## src/rtl/mdio_pkg.sv

```systemverilog
package mdio_pkg;
  localparam int FRAME_BITS = 64;
  localparam int PRE_BITS   = 32;
  localparam int TA_SLOT    = 46;
  localparam int DATA_SLOT  = 48;
  localparam int DATA_BITS  = 16;

  function automatic int ceil_div(input int num, input int den);
    return (num + den - 1) / den;
  endfunction

  // half-period in system clocks: must satisfy the edge gap and half of the full cycle
  function automatic int mdc_half_cycles(input int sys_mhz);
    int gap_min;
    int cyc_min;
    gap_min = ceil_div(160 * sys_mhz, 1000);
    cyc_min = ceil_div(400 * sys_mhz, 2000);
    return (gap_min > cyc_min) ? gap_min : cyc_min;
  endfunction

  function automatic logic [FRAME_BITS-1:0] build_frame(input logic rd,
                                                        input logic [4:0] phy,
                                                        input logic [4:0] regad,
                                                        input logic [15:0] wd);
    logic [1:0]  opc;
    logic [1:0]  ta;
    logic [15:0] dat;
    opc = rd ? 2'b10 : 2'b01;
    ta  = rd ? 2'b11 : 2'b10;
    dat = rd ? 16'hFFFF : wd;
    return {{PRE_BITS{1'b1}}, 2'b01, opc, phy, regad, ta, dat};
  endfunction
endpackage

```

## src/rtl/mdio_mdc_gen.sv

```systemverilog
module mdio_mdc_gen #(
  parameter int HALF = 20
) (
  input  logic clk,
  input  logic rst_n,
  input  logic run,
  output logic mdc,
  output logic rise_evt,
  output logic fall_evt
);
  localparam int CW = (HALF > 1) ? $clog2(HALF) : 1;
  localparam logic [CW-1:0] TERM = CW'(HALF - 1);

  logic [CW-1:0] cnt;
  logic          tick;

  assign tick     = run && (cnt == TERM);
  assign rise_evt = tick && !mdc;
  assign fall_evt = tick && mdc;

  always_ff @(posedge clk or negedge rst_n) begin
    if (!rst_n) begin
      cnt <= '0;
      mdc <= 1'b0;
    end else if (!run) begin
      cnt <= '0;
      mdc <= 1'b0;
    end else if (tick) begin
      cnt <= '0;
      mdc <= !mdc;
    end else begin
      cnt <= cnt + 1'b1;
    end
  end


  stop_low_chk: assert property (@(posedge clk) disable iff (!rst_n)
    !run |=> !mdc);
endmodule

```

## src/rtl/mdio_seq.sv

```systemverilog
module mdio_seq
  import mdio_pkg::*;
(
  input  logic        clk,
  input  logic        rst_n,
  input  logic        start,
  input  logic        op_read,
  input  logic [4:0]  phy_addr,
  input  logic [4:0]  reg_addr,
  input  logic [15:0] wr_data,
  input  logic        rise_evt,
  input  logic        fall_evt,
  input  logic        mdio_i,
  output logic        busy,
  output logic        done,
  output logic [15:0] rd_data,
  output logic        mdio_o,
  output logic        mdio_oe,
  output logic        last_fall
);
  localparam int SW = $clog2(FRAME_BITS);
  localparam logic [SW-1:0] LAST_SLOT = SW'(FRAME_BITS - 1);
  localparam logic [SW-1:0] TA_FIRST  = SW'(TA_SLOT);
  localparam logic [SW-1:0] DAT_FIRST = SW'(DATA_SLOT);

  logic [FRAME_BITS-1:0] shreg;
  logic [SW-1:0]         slot;
  logic                  is_rd;
  logic [DATA_BITS-1:0]  cap;
  logic                  accept;
  logic                  released;
  logic                  capture;

  assign accept    = start && !busy;
  assign last_fall = busy && fall_evt && (slot == LAST_SLOT);
  assign released  = is_rd && (slot >= TA_FIRST);
  assign capture   = busy && rise_evt && is_rd && (slot >= DAT_FIRST);

  assign mdio_o  = busy ? shreg[FRAME_BITS-1] : 1'b1;
  assign mdio_oe = busy && !released;

  always_ff @(posedge clk or negedge rst_n) begin
    if (!rst_n) begin
      busy    <= 1'b0;
      done    <= 1'b0;
      slot    <= '0;
      shreg   <= '1;
      is_rd   <= 1'b0;
      cap     <= '0;
      rd_data <= '0;
    end else begin
      done <= 1'b0;
      if (accept) begin
        busy  <= 1'b1;
        slot  <= '0;
        is_rd <= op_read;
        shreg <= build_frame(op_read, phy_addr, reg_addr, wr_data);
      end else if (busy) begin
        if (capture) cap <= {cap[DATA_BITS-2:0], mdio_i};
        if (fall_evt) begin
          if (slot == LAST_SLOT) begin
            busy <= 1'b0;
            done <= 1'b1;
            if (is_rd) rd_data <= cap;
          end else begin
            slot  <= slot + 1'b1;
            shreg <= {shreg[FRAME_BITS-2:0], 1'b1};
          end
        end
      end
    end
  end


  done_pulse_chk: assert property (@(posedge clk) disable iff (!rst_n)
    done |=> !done);

  done_ends_busy_chk: assert property (@(posedge clk) disable iff (!rst_n)
    done |-> !busy && $past(busy));

  busy_hold_chk: assert property (@(posedge clk) disable iff (!rst_n)
    busy && !last_fall |=> busy);
endmodule

```

## src/rtl/mdio_master.sv

```systemverilog
module mdio_master #(
  parameter int SYS_CLK_MHZ = 100
) (
  input  logic        clk,
  input  logic        rst_n,
  input  logic        start,
  input  logic        op_read,
  input  logic [4:0]  phy_addr,
  input  logic [4:0]  reg_addr,
  input  logic [15:0] wr_data,
  output logic        busy,
  output logic        done,
  output logic [15:0] rd_data,
  output logic        mdc,
  output logic        mdio_o,
  output logic        mdio_oe,
  input  logic        mdio_i
);
  localparam int HALF = mdio_pkg::mdc_half_cycles(SYS_CLK_MHZ);
  localparam int GW   = $clog2(HALF + 2);

  logic rise_evt;
  logic fall_evt;
  logic last_fall;

  mdio_mdc_gen #(.HALF(HALF)) u_mdc (
    .clk      (clk),
    .rst_n    (rst_n),
    .run      (busy),
    .mdc      (mdc),
    .rise_evt (rise_evt),
    .fall_evt (fall_evt)
  );

  mdio_seq u_seq (
    .clk       (clk),
    .rst_n     (rst_n),
    .start     (start),
    .op_read   (op_read),
    .phy_addr  (phy_addr),
    .reg_addr  (reg_addr),
    .wr_data   (wr_data),
    .rise_evt  (rise_evt),
    .fall_evt  (fall_evt),
    .mdio_i    (mdio_i),
    .busy      (busy),
    .done      (done),
    .rd_data   (rd_data),
    .mdio_o    (mdio_o),
    .mdio_oe   (mdio_oe),
    .last_fall (last_fall)
  );

  // edge spacing observer for the timing assertions
  logic          mdc_prev;
  logic [GW-1:0] gap;
  logic [GW-1:0] prev_gap;
  logic          mdc_moved;

  assign mdc_moved = (mdc != mdc_prev);

  always_ff @(posedge clk or negedge rst_n) begin
    if (!rst_n) begin
      mdc_prev <= 1'b0;
      gap      <= GW'(HALF);
      prev_gap <= GW'(HALF);
    end else begin
      mdc_prev <= mdc;
      if (mdc_moved) begin
        prev_gap <= gap;
        gap      <= GW'(1);
      end else if (gap < GW'(HALF)) begin
        gap <= gap + 1'b1;
      end
    end
  end


  initial divider_cfg_chk: assert (HALF * 1000 >= 160 * SYS_CLK_MHZ && 2 * HALF * 1000 >= 400 * SYS_CLK_MHZ);


  edge_gap_chk: assert property (@(posedge clk) disable iff (!rst_n)
    mdc_moved |-> gap >= GW'(HALF));

  full_cycle_chk: assert property (@(posedge clk) disable iff (!rst_n)
    mdc_moved |-> ({1'b0, gap} + {1'b0, prev_gap}) >= (GW+1)'(2 * HALF));

  idle_release_chk: assert property (@(posedge clk) disable iff (!rst_n)
    !busy && !$fell(busy) |-> !mdc && !mdio_oe);

  drive_on_fall_chk: assert property (@(posedge clk) disable iff (!rst_n)
    busy && $past(busy) && (mdio_o != $past(mdio_o)) |-> $fell(mdc));

  release_on_fall_chk: assert property (@(posedge clk) disable iff (!rst_n)
    busy && $fell(mdio_oe) |-> $fell(mdc));
endmodule

```

## config.mk

```make
export PLATFORM = sky130hd
export DESIGN_NAME = mdio_master
export DESIGN_NICKNAME = d
export VERILOG_FILES = /design/src/rtl/mdio_pkg.sv /design/src/rtl/mdio_mdc_gen.sv /design/src/rtl/mdio_seq.sv /design/src/rtl/mdio_master.sv
export SDC_FILE = /design/constraint.sdc
export NUM_CORES = 1
export LEC_CHECK = 0
export BUFFER_PORTS_ARGS = -buffer_cell sky130_fd_sc_hd__buf_2
export CAP_MARGIN = 20
export CELL_PAD_IN_SITES_DETAIL_PLACEMENT = 0
export CELL_PAD_IN_SITES_GLOBAL_PLACEMENT = 1
export CORE_MARGIN = 10
export CORE_UTILIZATION = 42
export DETAILED_ROUTE_END_ITERATION = 10
export GPL_TIMING_DRIVEN = 0
export MAX_ROUTING_LAYER = met4
export PLACE_DENSITY_LB_ADDON = 0.08
export RECOVER_POWER = 50
export REMOVE_ABC_BUFFERS = 1
export SLEW_MARGIN = 10
export SYNTH_ARGS = -nofsm -noshare
export SYNTH_HDL_FRONTEND = slang
export SYNTH_SLANG_ARGS = --single-unit
export TNS_END_PERCENT = 1
```

## constraint.sdc

```tcl
create_clock -name clk -period 1.9 [get_ports clk]
set_input_delay 0.38 -clock clk [delete_from_list [all_inputs] [get_ports clk]]
set_output_delay 0.38 -clock clk [all_outputs]
set_load 0.01 [all_outputs]
```

==> flow_metrics.py, run 1 <==
metrics = {
    "floorplan": {
        "rows": 38,
        "start_util_pct": 43.4,
        "fp.dieW_um": 126,
        "dieArea_mm2": 0.0160,
        "core-area_mm2": 0.0110,
        "dieHeight_um": 126,
        "pin_count": 52,
    },
    "logic_synthesis": {
        "ys_async_sr_fraction_pct": 100,
        "yosys_warnings": 0,
        "avgSynthCellArea_um2": 10.8,
        "synthCells": 441,
        "ys_ff_latch": 111,
        "synth-edff-count": 0,
        "yosysTopAreaCell": "dfstp_2",
        "synth_seq_area_share_pct": 60.0,
        "synth_top_cell_area_share_pct": 35.3,
        "mappedNetlistArea_mm2": 0.00476,
        "synth_area_leaders": "dfstp_2, dfrtp_1, nand2_1, mux2_2, o21ai_0",
        "ys.flop_type": "dfstp_2",
        "yosysUniqueCellTypes": 39,
    },
    "power_and_ir_drop": {
        "swShare_pct": 27.9,
        "p_comb_share_pct": 19.9,
        "cellPowerDensity_mw_per_mm2": 1310,
        "p_seq_share_pct": 54.1,
        "p_clk_share_pct": 26.0,
        "irDropWorstVdd_mv": 0.550,
        "leakage_nw": 2.52,
        "switchingPower_w": 0.00209,
        "internal-power_w": 0.00539,
        "design_power_total_w": 0.00748,
    },
    "drt": {
        "drtAntennaViolNets": 0,
        "vias_per_cell": 5.28,
        "first_pass_iters": 4,
        "wirelength_mm": 10.5,
        "wl_per_cell_um": 16.5,
        "drtIter0Drc": 186,
        "drc_errors": 0,
        "via_count": 3370,
    },
    "sta": {
        "final.setup.tns_ns": 0,
        "fin_skew_ns": 0.00450,
        "tightestPinTransition_ns": 0.921,
        "slew_headroom_pct": 38.6,
        "finalSetupViolCount": 0,
        "min_period_ns": 1.81,
        "timing.fmax_mhz": 553,
        "setup_slack_ns": 0.0910,
        "final-max-slew-violation-count": 0,
        "fin_crit_sh_pct": 95.2,
        "finalHoldViolations": 0,
        "rsz0062_at_grt": "false",
    },
    "layout": {
        "area_delta_synth_final_pct": 19.7,
        "nNetsFinal": 525,
        "drive_above_1_share_pct": 35.8,
        "final_cells": 638,
    },
    "setup_path": {
        "cp_data_arrival_time_ns": 2.08,
        "cp-end-kind": "flip-flop",
        "start_kind": "flip-flop",
        "cp_max_fo": 29,
        "critical_path_required_ns": 2.17,
        "timing_worst_setup_path_type": "reg2reg",
    },
    "clock_network": {
        "clkLatencyLatePin_ns": 0.34,
        "cts_sinks": 111,
        "numCtsBuffers": 9,
        "cts_root_buf": "clkbuf_16",
        "cts_buffer_depth": 2,
        "cts_htree_levels": 3,
        "cts_tree": "built",
        "clk_pin_slew_ns": 0.07,
    },
    "placed_design": {
        "detailed_place_hpwl_mm": 6.04,
        "place.gp.congestion": 0.752,
        "dpl_worst_slack_ns": -0.653,
        "portBuffers": 51,
        "dpl.cell_count": 607,
    },
    "global_routing": {
        "antenna_found_initial": 1,
        "grt_usage_pct": 13.6,
        "grt_max_degree": 78,
        "gr-total-overflow": 0,
        "grt_pass1_wl_mm": 17.7,
        "first_global_vias": 3494,
    },
    "outcome": {
        "status": "finished, final reports clean",
    },
    "job": {
        "maxCapViolations": 0,
    },
    "hold_path": {
        "min_path_type": "in2reg",
    },
}
## stage by stage
step	hold WS (ns)	util, %	instance area [µm²]
2_1_floorplan	0.0844	-	4620
6_report	0.265	51.9	5700
3_5_place_dp	0.303	47.5	5220
4_1_cts	0.256	51.5	5650
5_1_grt	0.265	51.9	5700
3_3_place_gp	0.439	46.0	5050
## worst max-delay path: stages (launching register included)
cell and delay, ns:
dfrtp_1 0.40, ha_4 0.19, and4bb_4 0.32, o2111a_2 0.28, buf_16 0.19, nor2_4 0.05
a221o_1 0.29
## sequential cells by signal, indices dropped and copies added, names as in the netlist
| register | flops |
|---|---|
| u_mdc.cnt | 5 |
| u_mdc.mdc | 1 |
| u_seq.busy | 1 |
| u_seq.cap | 16 |
| u_seq.done | 1 |
| u_seq.is_rd | 1 |
| u_seq.rd_data | 16 |
| u_seq.shreg | 64 |
| u_seq.slot | 6 |
## power by group through the flow
stage | Sequential [W] | Clock [W] | Combinational [W]
after floorplan | 0.00392 | 0 | 0.00105
after global placement | 0.00402 | 0 | 0.00132
after detailed placement | 0.00404 | 0 | 0.00139
after CTS | 0.00404 | 0.00200 | 0.00148
after global routing | 0.00416 | 0.00212 | 0.00174
final | 0.00405 | 0.00195 | 0.00149
## metal layers
layer  vias up  GRT usage (%)  share of wire [%]
li1       1629              -                  -
met1      1672           17.8                 48
met2        58           19.6                 45
met3        11           4.00                5.2
met4         0           5.22                1.4
met5         -              -                  0
## Yosys cell counts (2+ instances only)
cell type,number
nand2_1,106
dfstp_2,64
dfrtp_1,47
o21ai_0,37
a21oi_1,34
mux2_2,22
nand3_1,20
nor3_1,16
clkbuf_1,15
buf_2,11
a22oi_1,10
mux2_4,10
nor2_1,8
and2_1,5
mux2i_1,3
nand2b_1,3
a221o_1,2
buf_1,2
ha_1,2
nand4_1,2
nor2b_1,2
nor3b_1,2
xnor2_1,2
## cell families after synthesis
family                     count (synthesis)  synth area share [%]
muxes                                     35                  8.99
AOI/OAI and AO/OA                         89                  10.5
xor gates and xnor gates                   2                 0.368
adders and majority gates                  2                 0.525
DFF                                      111                  60.0
buffers and inverters                     31                  2.97
and+or+nand+nor                          171                  16.7
## path summary, 6_finish.rpt
path                       cells past startpoint  slack [ns]                           to                         from
min in group asynchronous                      2        0.72    u_seq.slot[5]$_DFFE_PN0P_                        rst_n
max in group asynchronous                      3        0.25   u_seq.shreg[9]$_DFFE_PN1P_                        rst_n
min reg2reg                                    2        0.45  u_seq.shreg[50]$_DFFE_PN1P_  u_seq.shreg[49]$_DFFE_PN1P_
max                                            6        0.09   u_seq.shreg[1]$_DFFE_PN1P_       u_mdc.cnt[0]$_DFF_PN0_
min                                            3        0.26  u_seq.shreg[27]$_DFFE_PN1P_                  phy_addr[4]
max reg2reg                                    6        0.09   u_seq.shreg[1]$_DFFE_PN1P_       u_mdc.cnt[0]$_DFF_PN0_
## timing repair
action,CTS,global route
hold endpoints to repair,10,0
gates resized for setup,13,2
buffers inserted,4,6
pin swaps,3,3
cloned,2,1
endpoints found under the setup margin,99,48
hold buffers,1,0
## cells in the final DEF (no fill, tap or decap), types with 2 or more instances in the layout
cell / count
dfrtp_1: 45
a21oi_1: 34
xnor2_1: 2
nor2_1: 7
mux2i_1: 3
buf_2: 34
nand2_1: 105
nor3b_1: 2
o2111a_2: 2
nand3_1: 18
buf_12: 3
a221o_1: 2
nand2b_1: 2
a22oi_1: 10
clkbuf_8: 2
clkbuf_16: 11
and2_1: 4
nand4_1: 2
buf_4: 9
mux2_2: 22
clkbuf_1: 18
mux2_4: 10
nor3_1: 16
nand3_4: 2
dfstp_2: 64
nand2_4: 2
buf_16: 3
o21ai_0: 37
## final cells by class
type                            instances  area, µm²
Fill cell                            1018       5280
Sequential cell                       111       2860
Multi-Input combinational cell        302       1880
Timing Repair Buffer                   67        455
Clock buffer                           15        310
Tap cell                              140        175
Clock inverter                          1       7.51
Inverter                                1       3.75
Antenna cell                            1       2.50
Power figures use the tool's default switching activity.
==> inputs of run 2 (changes only) <==
- MAX_ROUTING_LAYER: met4 -> not set
==> run 2 against run 1 <==
Critical path depth unchanged. Clock-buffer cell count unchanged. Routed wire length about the same. Register-to-register slack about the same. Power about the same. Sequential power about the same. First-iteration DRC count down 4.8%. Worst setup slack about the same. Sequential share of layout area about the same. Critical path type unchanged. Largest cell class unchanged.
==> flow_metrics.py, run 2 (synthesis results as in run 1) <==
metrics = {
    "outcome": {
        "status": "finished, final reports clean",
    },
    "sta": {
        "min_period_ns": 1.81,
        "final-max-slew-violation-count": 0,
        "finalSetupViolCount": 0,
        "finalHoldViolations": 0,
        "fin_crit_sh_pct": 95.2,
        "slew_headroom_pct": 38.7,
        "whs_ns": 0.264,
        "tightestPinTransition_ns": 0.919,
        "rsz0062_at_grt": "false",
        "timing.fmax_mhz": 553,
        "fin_skew_ns": 0.00465,
    },
    "power_and_ir_drop": {
        "swShare_pct": 27.9,
        "cellPowerDensity_mw_per_mm2": 1310,
        "p_comb_share_pct": 19.9,
        "p_seq_share_pct": 54.1,
        "p_clk_share_pct": 26.0,
        "leakage_nw": 2.52,
        "irDropWorstVdd_mv": 0.548,
        "internal-power_w": 0.00539,
        "switchingPower_w": 0.00209,
    },
    "global_routing": {
        "grt_usage_pct": 13.3,
        "first_global_vias": 3477,
        "grt_pass1_wl_mm": 17.7,
        "antenna_found_initial": 1,
        "grt_max_degree": 78,
        "gr-total-overflow": 0,
    },
    "clock_network": {
        "clkLatencyLatePin_ns": 0.34,
        "cts_htree_levels": 3,
        "clk_pin_slew_ns": 0.07,
        "cts_tree": "built",
        "cts_sinks": 111,
        "cts_buffer_depth": 2,
        "numCtsBuffers": 9,
        "cts_root_buf": "clkbuf_16",
    },
    "drt": {
        "drtAntennaViolNets": 0,
        "drc_errors": 0,
        "wirelength_mm": 10.5,
        "first_pass_iters": 5,
        "drtIter0Drc": 177,
        "wl_per_cell_um": 16.5,
        "vias_per_cell": 5.31,
        "via_count": 3383,
    },
    "hold_path": {
        "min_path_type": "in2reg",
        "whs_endpoint": "u_seq.shreg[27]$_DFFE_PN1P_",
        "holdPathStages": 3,
        "hp-start": "phy_addr[4]",
    },
    "setup_path": {
        "cp-end-kind": "flip-flop",
        "critical_path_required_ns": 2.17,
        "path_buf_inv": 1,
        "crit_family": "compound AO/OA/AOI/OAI gates",
        "rr_endpoint": "u_seq.shreg[1]$_DFFE_PN1P_",
        "cp_max_fo": 29,
        "crit_chain": "ha_4 -> and4bb_4 -> o2111a_2 -> buf_16 -> nor2_4 -> a221o_1",
        "max_stage_delay_ns": 0.40,
        "cp_data_arrival_time_ns": 2.08,
        "timing.rr.start": "u_mdc.cnt[0]$_DFF_PN0_",
        "ff2ff_path_depth": 6,
        "start_kind": "flip-flop",
        "critPathSlowestCell": "dfrtp_1",
        "rrSetupSlack_ns": 0.09,
        "timing_worst_setup_path_type": "reg2reg",
    },
    "job": {
        "maxCapViolations": 0,
    },
    "floorplan": {
        "rows": 38,
        "pin_count": 52,
        "fp.dieW_um": 126,
        "dieHeight_um": 126,
        "core-area_mm2": 0.0110,
        "start_util_pct": 43.4,
        "dieArea_mm2": 0.0160,
    },
    "layout": {
        "drive_above_1_share_pct": 35.8,
        "top_register": "u_seq.shreg",
        "fin_util_pct": 51.9,
        "largest_register_ffs": 64,
        "n_antenna_cell": 0,
        "area_delta_synth_final_pct": 19.7,
        "top_regs": "u_seq.shreg (64), u_seq.cap (16), u_seq.rd_data (16)",
        "mostFrequentLayoutCells": "nand2_1, dfstp_2, dfrtp_1",
        "nNetsFinal": 525,
        "final_common_cell": "nand2_1",
    },
    "placed_design": {
        "detailed_place_hpwl_mm": 6.04,
        "place.gp.congestion": 0.742,
        "portBuffers": 51,
    },
}
==> run 2: timing repair <==
item	4_1_cts	5_1_grt
resized for setup	13	2
setup endpoints to repair	99	48
pin swaps	3	3
cloned	2	1
hold endpoints to repair	10	0
hold buffers	1	0
buffers inserted	4	6
==> run 2: worst max path at each step <==
| stage | start | end | slack [ns] | cells after the start |
|---|---|---|---|---|
| 2_1_floorplan | u_seq.slot[1]$_DFFE_PN0P_ | u_seq.slot[5]$_DFFE_PN0P_ | -1.45 | 5 |
| 3_3_place_gp | u_seq.slot[1]$_DFFE_PN0P_ | u_seq.shreg[46]$_DFFE_PN1P_ | -3.23 | 5 |
| 3_5_place_dp | u_mdc.cnt[0]$_DFF_PN0_ | u_seq.shreg[29]$_DFFE_PN1P_ | -0.65 | 6 |
| 4_1_cts | u_seq.busy$_DFF_PN0_ | u_seq.rd_data[7]$_DFFE_PN0P_ | 0.00008 | 4 |
| 5_1_grt | u_mdc.cnt[0]$_DFF_PN0_ | u_seq.rd_data[7]$_DFFE_PN0P_ | 0.005 | 6 |
| 6_report | u_mdc.cnt[0]$_DFF_PN0_ | u_seq.shreg[1]$_DFFE_PN1P_ | 0.09 | 6 |
==> run 2: per-stage QoR <==
step	cell area, µm²	instances	setup slack, ns	total power, W	setup TNS [ns]
CTS	5650	630	0.0000813	0.00752	0
floorplan	4620	411	-1.45	0.00497	-90.36
detailed placement	5220	607	-0.653	0.00543	-32.04
global route	5700	637	0.00515	0.00803	0
finish	5700	637	0.0910	0.00748	0
global placement	5050	602	-3.23	0.00533	-276.45
==> run 2: tightest hold or removal path, delay by kind of cell <==
kind / cells / cell delay (ns)
simple gates: 1 / 0.06
buf+inv: 1 / 0.08
compound gates: 1 / 0.06
==> run 2: layout make-up <==
type / instances / area [µm²]
Fill cell: 1018 / 5280
Inverter: 1 / 3.75
Sequential cell: 111 / 2860
Clock inverter: 1 / 7.51
Tap cell: 140 / 175
Timing Repair Buffer: 67 / 455
Multi-Input combinational cell: 302 / 1880
Clock buffer: 15 / 310
==> run 2: per-layer routing <==
metal,global-route usage [%],vias to the layer above,share of wire (%)
met2,19.5,72,45
met4,4.42,2,1.2
li1,-,1628,-
met5,0,-,0.095
met3,4.79,11,6.1
met1,17.7,1670,48
==> run 2: power groups by stage <==
stage / clock network [W] / registers (W) / logic, W
after CTS: 0.00200 / 0.00404 / 0.00148
after global routing: 0.00213 / 0.00416 / 0.00174
after global placement: 0 / 0.00402 / 0.00132
after detailed placement: 0 / 0.00404 / 0.00139
final: 0.00194 / 0.00405 / 0.00149
after floorplan: 0 / 0.00392 / 0.00105
==> inputs of run 3 (changes only) <==
- RECOVER_POWER: 50 -> not set
==> run 3 against run 2 <==
Highest routed layer unchanged. Hold slack is essentially flat. Utilization grew 0.31 points. Clock-buffer cell count is the same. Non-clock buffer count is the same. Worst setup slack is essentially flat. Via count shrank 0.41%. Critical endpoint unchanged. Combinational power is essentially flat. Sequential share of layout area shrank 0.30 points.
==> flow_metrics.py, run 3 (synthesis results as in run 1) <==
metrics = {
    "power_and_ir_drop": {
        "cellPowerDensity_mw_per_mm2": 1310,
        "irDropWorstVdd_mv": 0.547,
        "leakage_nw": 2.59,
    },
    "setup_path": {
        "timing.rr.start": "u_mdc.cnt[0]$_DFF_PN0_",
        "cp-end-kind": "flip-flop",
        "timing_worst_setup_path_type": "reg2reg",
        "crit_chain": "ha_4 -> and4bb_4 -> o2111a_2 -> buf_16 -> nor2_4 -> a221o_1",
        "start_kind": "flip-flop",
        "critPathSlowestCell": "dfrtp_1",
        "rrSetupSlack_ns": 0.09,
        "cp_data_arrival_time_ns": 2.08,
        "ff2ff_path_depth": 6,
        "max_stage_delay_ns": 0.40,
        "cp_max_fo": 29,
        "critical_path_required_ns": 2.17,
        "rr_endpoint": "u_seq.shreg[1]$_DFFE_PN1P_",
    },
    "clock_network": {
        "cts_buffer_depth": 2,
        "clkLatencyLatePin_ns": 0.34,
        "cts_tree": "built",
        "cts_htree_levels": 3,
        "numCtsBuffers": 9,
        "clk_pin_slew_ns": 0.07,
        "cts_root_buf": "clkbuf_16",
        "cts_sinks": 111,
    },
    "hold_path": {
        "hp-start": "phy_addr[4]",
        "holdPathStages": 3,
        "whs_endpoint": "u_seq.shreg[27]$_DFFE_PN1P_",
        "min_path_type": "in2reg",
    },
    "drt": {
        "vias_per_cell": 5.29,
        "drtIter0Drc": 189,
        "first_pass_iters": 4,
        "wl_per_cell_um": 16.6,
        "drtAntennaViolNets": 0,
        "drc_errors": 0,
        "via_count": 3369,
        "wirelength_mm": 10.6,
    },
    "layout": {
        "area_delta_synth_final_pct": 20.4,
        "mostFrequentLayoutCells": "nand2_1, dfstp_2, buf_2",
        "seqCellArea_mm2": 0.00286,
        "n_antenna_cell": 0,
        "nNetsFinal": 525,
        "drive_above_1_share_pct": 39.0,
        "top_register": "u_seq.shreg",
        "top_regs": "u_seq.shreg (64), u_seq.cap (16), u_seq.rd_data (16)",
        "final_common_cell": "nand2_1",
        "multi_input_area_mm2": 0.00188,
        "largest_register_ffs": 64,
        "fin_util_pct": 52.2,
        "n_fill_cell": 1005,
    },
    "floorplan": {
        "core-area_mm2": 0.0110,
        "pin_count": 52,
        "dieArea_mm2": 0.0160,
        "dieHeight_um": 126,
        "fp.dieW_um": 126,
        "start_util_pct": 43.4,
        "rows": 38,
    },
    "placed_design": {
        "dpl_worst_slack_ns": -0.653,
        "place.gp.congestion": 0.742,
        "portBuffers": 51,
        "detailed_place_hpwl_mm": 6.04,
    },
    "sta": {
        "fin_crit_sh_pct": 95.2,
        "finalSetupViolCount": 0,
        "finalHoldViolations": 0,
        "fin_skew_ns": 0.00505,
        "setup_slack_ns": 0.0914,
        "slew_headroom_pct": 47.2,
        "rsz0062_at_grt": "false",
        "timing.fmax_mhz": 553,
        "final-max-slew-violation-count": 0,
        "min_period_ns": 1.81,
        "tightestPinTransition_ns": 0.792,
    },
    "global_routing": {
        "grt_pass1_wl_mm": 17.7,
        "grt_max_degree": 78,
        "first_global_vias": 3477,
        "grt_usage_pct": 13.3,
        "antenna_found_initial": 1,
        "gr-total-overflow": 0,
    },
    "job": {
        "maxCapViolations": 0,
    },
    "outcome": {
        "status": "finished, final reports clean",
    },
}
==> run 3: worst max-delay path by stage <==
stage	depth (start not counted)	to	slack, ns	start
after global routing	6	u_seq.rd_data[7]$_DFFE_PN0P_	0.005	u_mdc.cnt[0]$_DFF_PN0_
final	6	u_seq.shreg[1]$_DFFE_PN1P_	0.09	u_mdc.cnt[0]$_DFF_PN0_
after detailed placement	6	u_seq.shreg[29]$_DFFE_PN1P_	-0.65	u_mdc.cnt[0]$_DFF_PN0_
after CTS	4	u_seq.rd_data[7]$_DFFE_PN0P_	0.00008	u_seq.busy$_DFF_PN0_
after global placement	5	u_seq.shreg[46]$_DFFE_PN1P_	-3.23	u_seq.slot[1]$_DFFE_PN0P_
after floorplan	5	u_seq.slot[5]$_DFFE_PN0P_	-1.45	u_seq.slot[1]$_DFFE_PN0P_
==> run 3: report_power, final <==
group | total [W] | internal, W | switching, W
registers | 0.00405 | 0.00355 | 0.000505
clock network | 0.00194 | 0.00112 | 0.000821
logic | 0.00149 | 0.000727 | 0.000766
total | 0.00749 | 0.00540 | 0.00209
==> run 3: what timing repair did <==
action                                 CTS  global route
setup endpoints to repair               99            48
gates resized for setup                 13             2
hold buffers                             1             0
gates cloned                             2             1
endpoints found under the hold margin   10             0
setup buffers                            4             6
pin swaps                                3             3
==> run 3: layout make-up <==
cell class | count | share of cell area (%)
Clock buffer | 15 | 5.41
Clock inverter | 1 | 0.131
Inverter | 1 | 0.0655
Multi-Input combinational cell | 302 | 32.9
Sequential cell | 111 | 49.9
Tap cell | 140 | 3.06
Timing Repair Buffer | 67 | 8.53
==> run 3: worst max-delay path: cells and delay by family, from the launching register on <==
kind,cells,cell delay [ns]
compound gates,2,0.57
buf+inv,1,0.19
flops,1,0.40
simple gates,2,0.36
fa+ha+maj,1,0.19
==> run 3: metal layers <==
metal | up-vias | wire length [µm] | global-route usage (%)
li1 | 1628 | - | -
met1 | 1658 | 4990 | 17.7
met2 | 70 | 4750 | 19.5
met3 | 11 | 674 | 4.79
met4 | 2 | 132 | 4.42
met5 | - | 10 | 0
==> run 3: through the flow <==
step | hold WS [ns] | total power [W] | instance area (µm²) | std cells | setup TNS (ns)
floorplan | 0.0844 | 0.00497 | 4620 | 411 | -90.36
global placement | 0.439 | 0.00533 | 5050 | 602 | -276.45
detailed placement | 0.303 | 0.00543 | 5220 | 607 | -32.04
CTS | 0.256 | 0.00752 | 5650 | 630 | 0
global route | 0.263 | 0.00803 | 5730 | 637 | 0
finish | 0.264 | 0.00749 | 5730 | 637 | 0
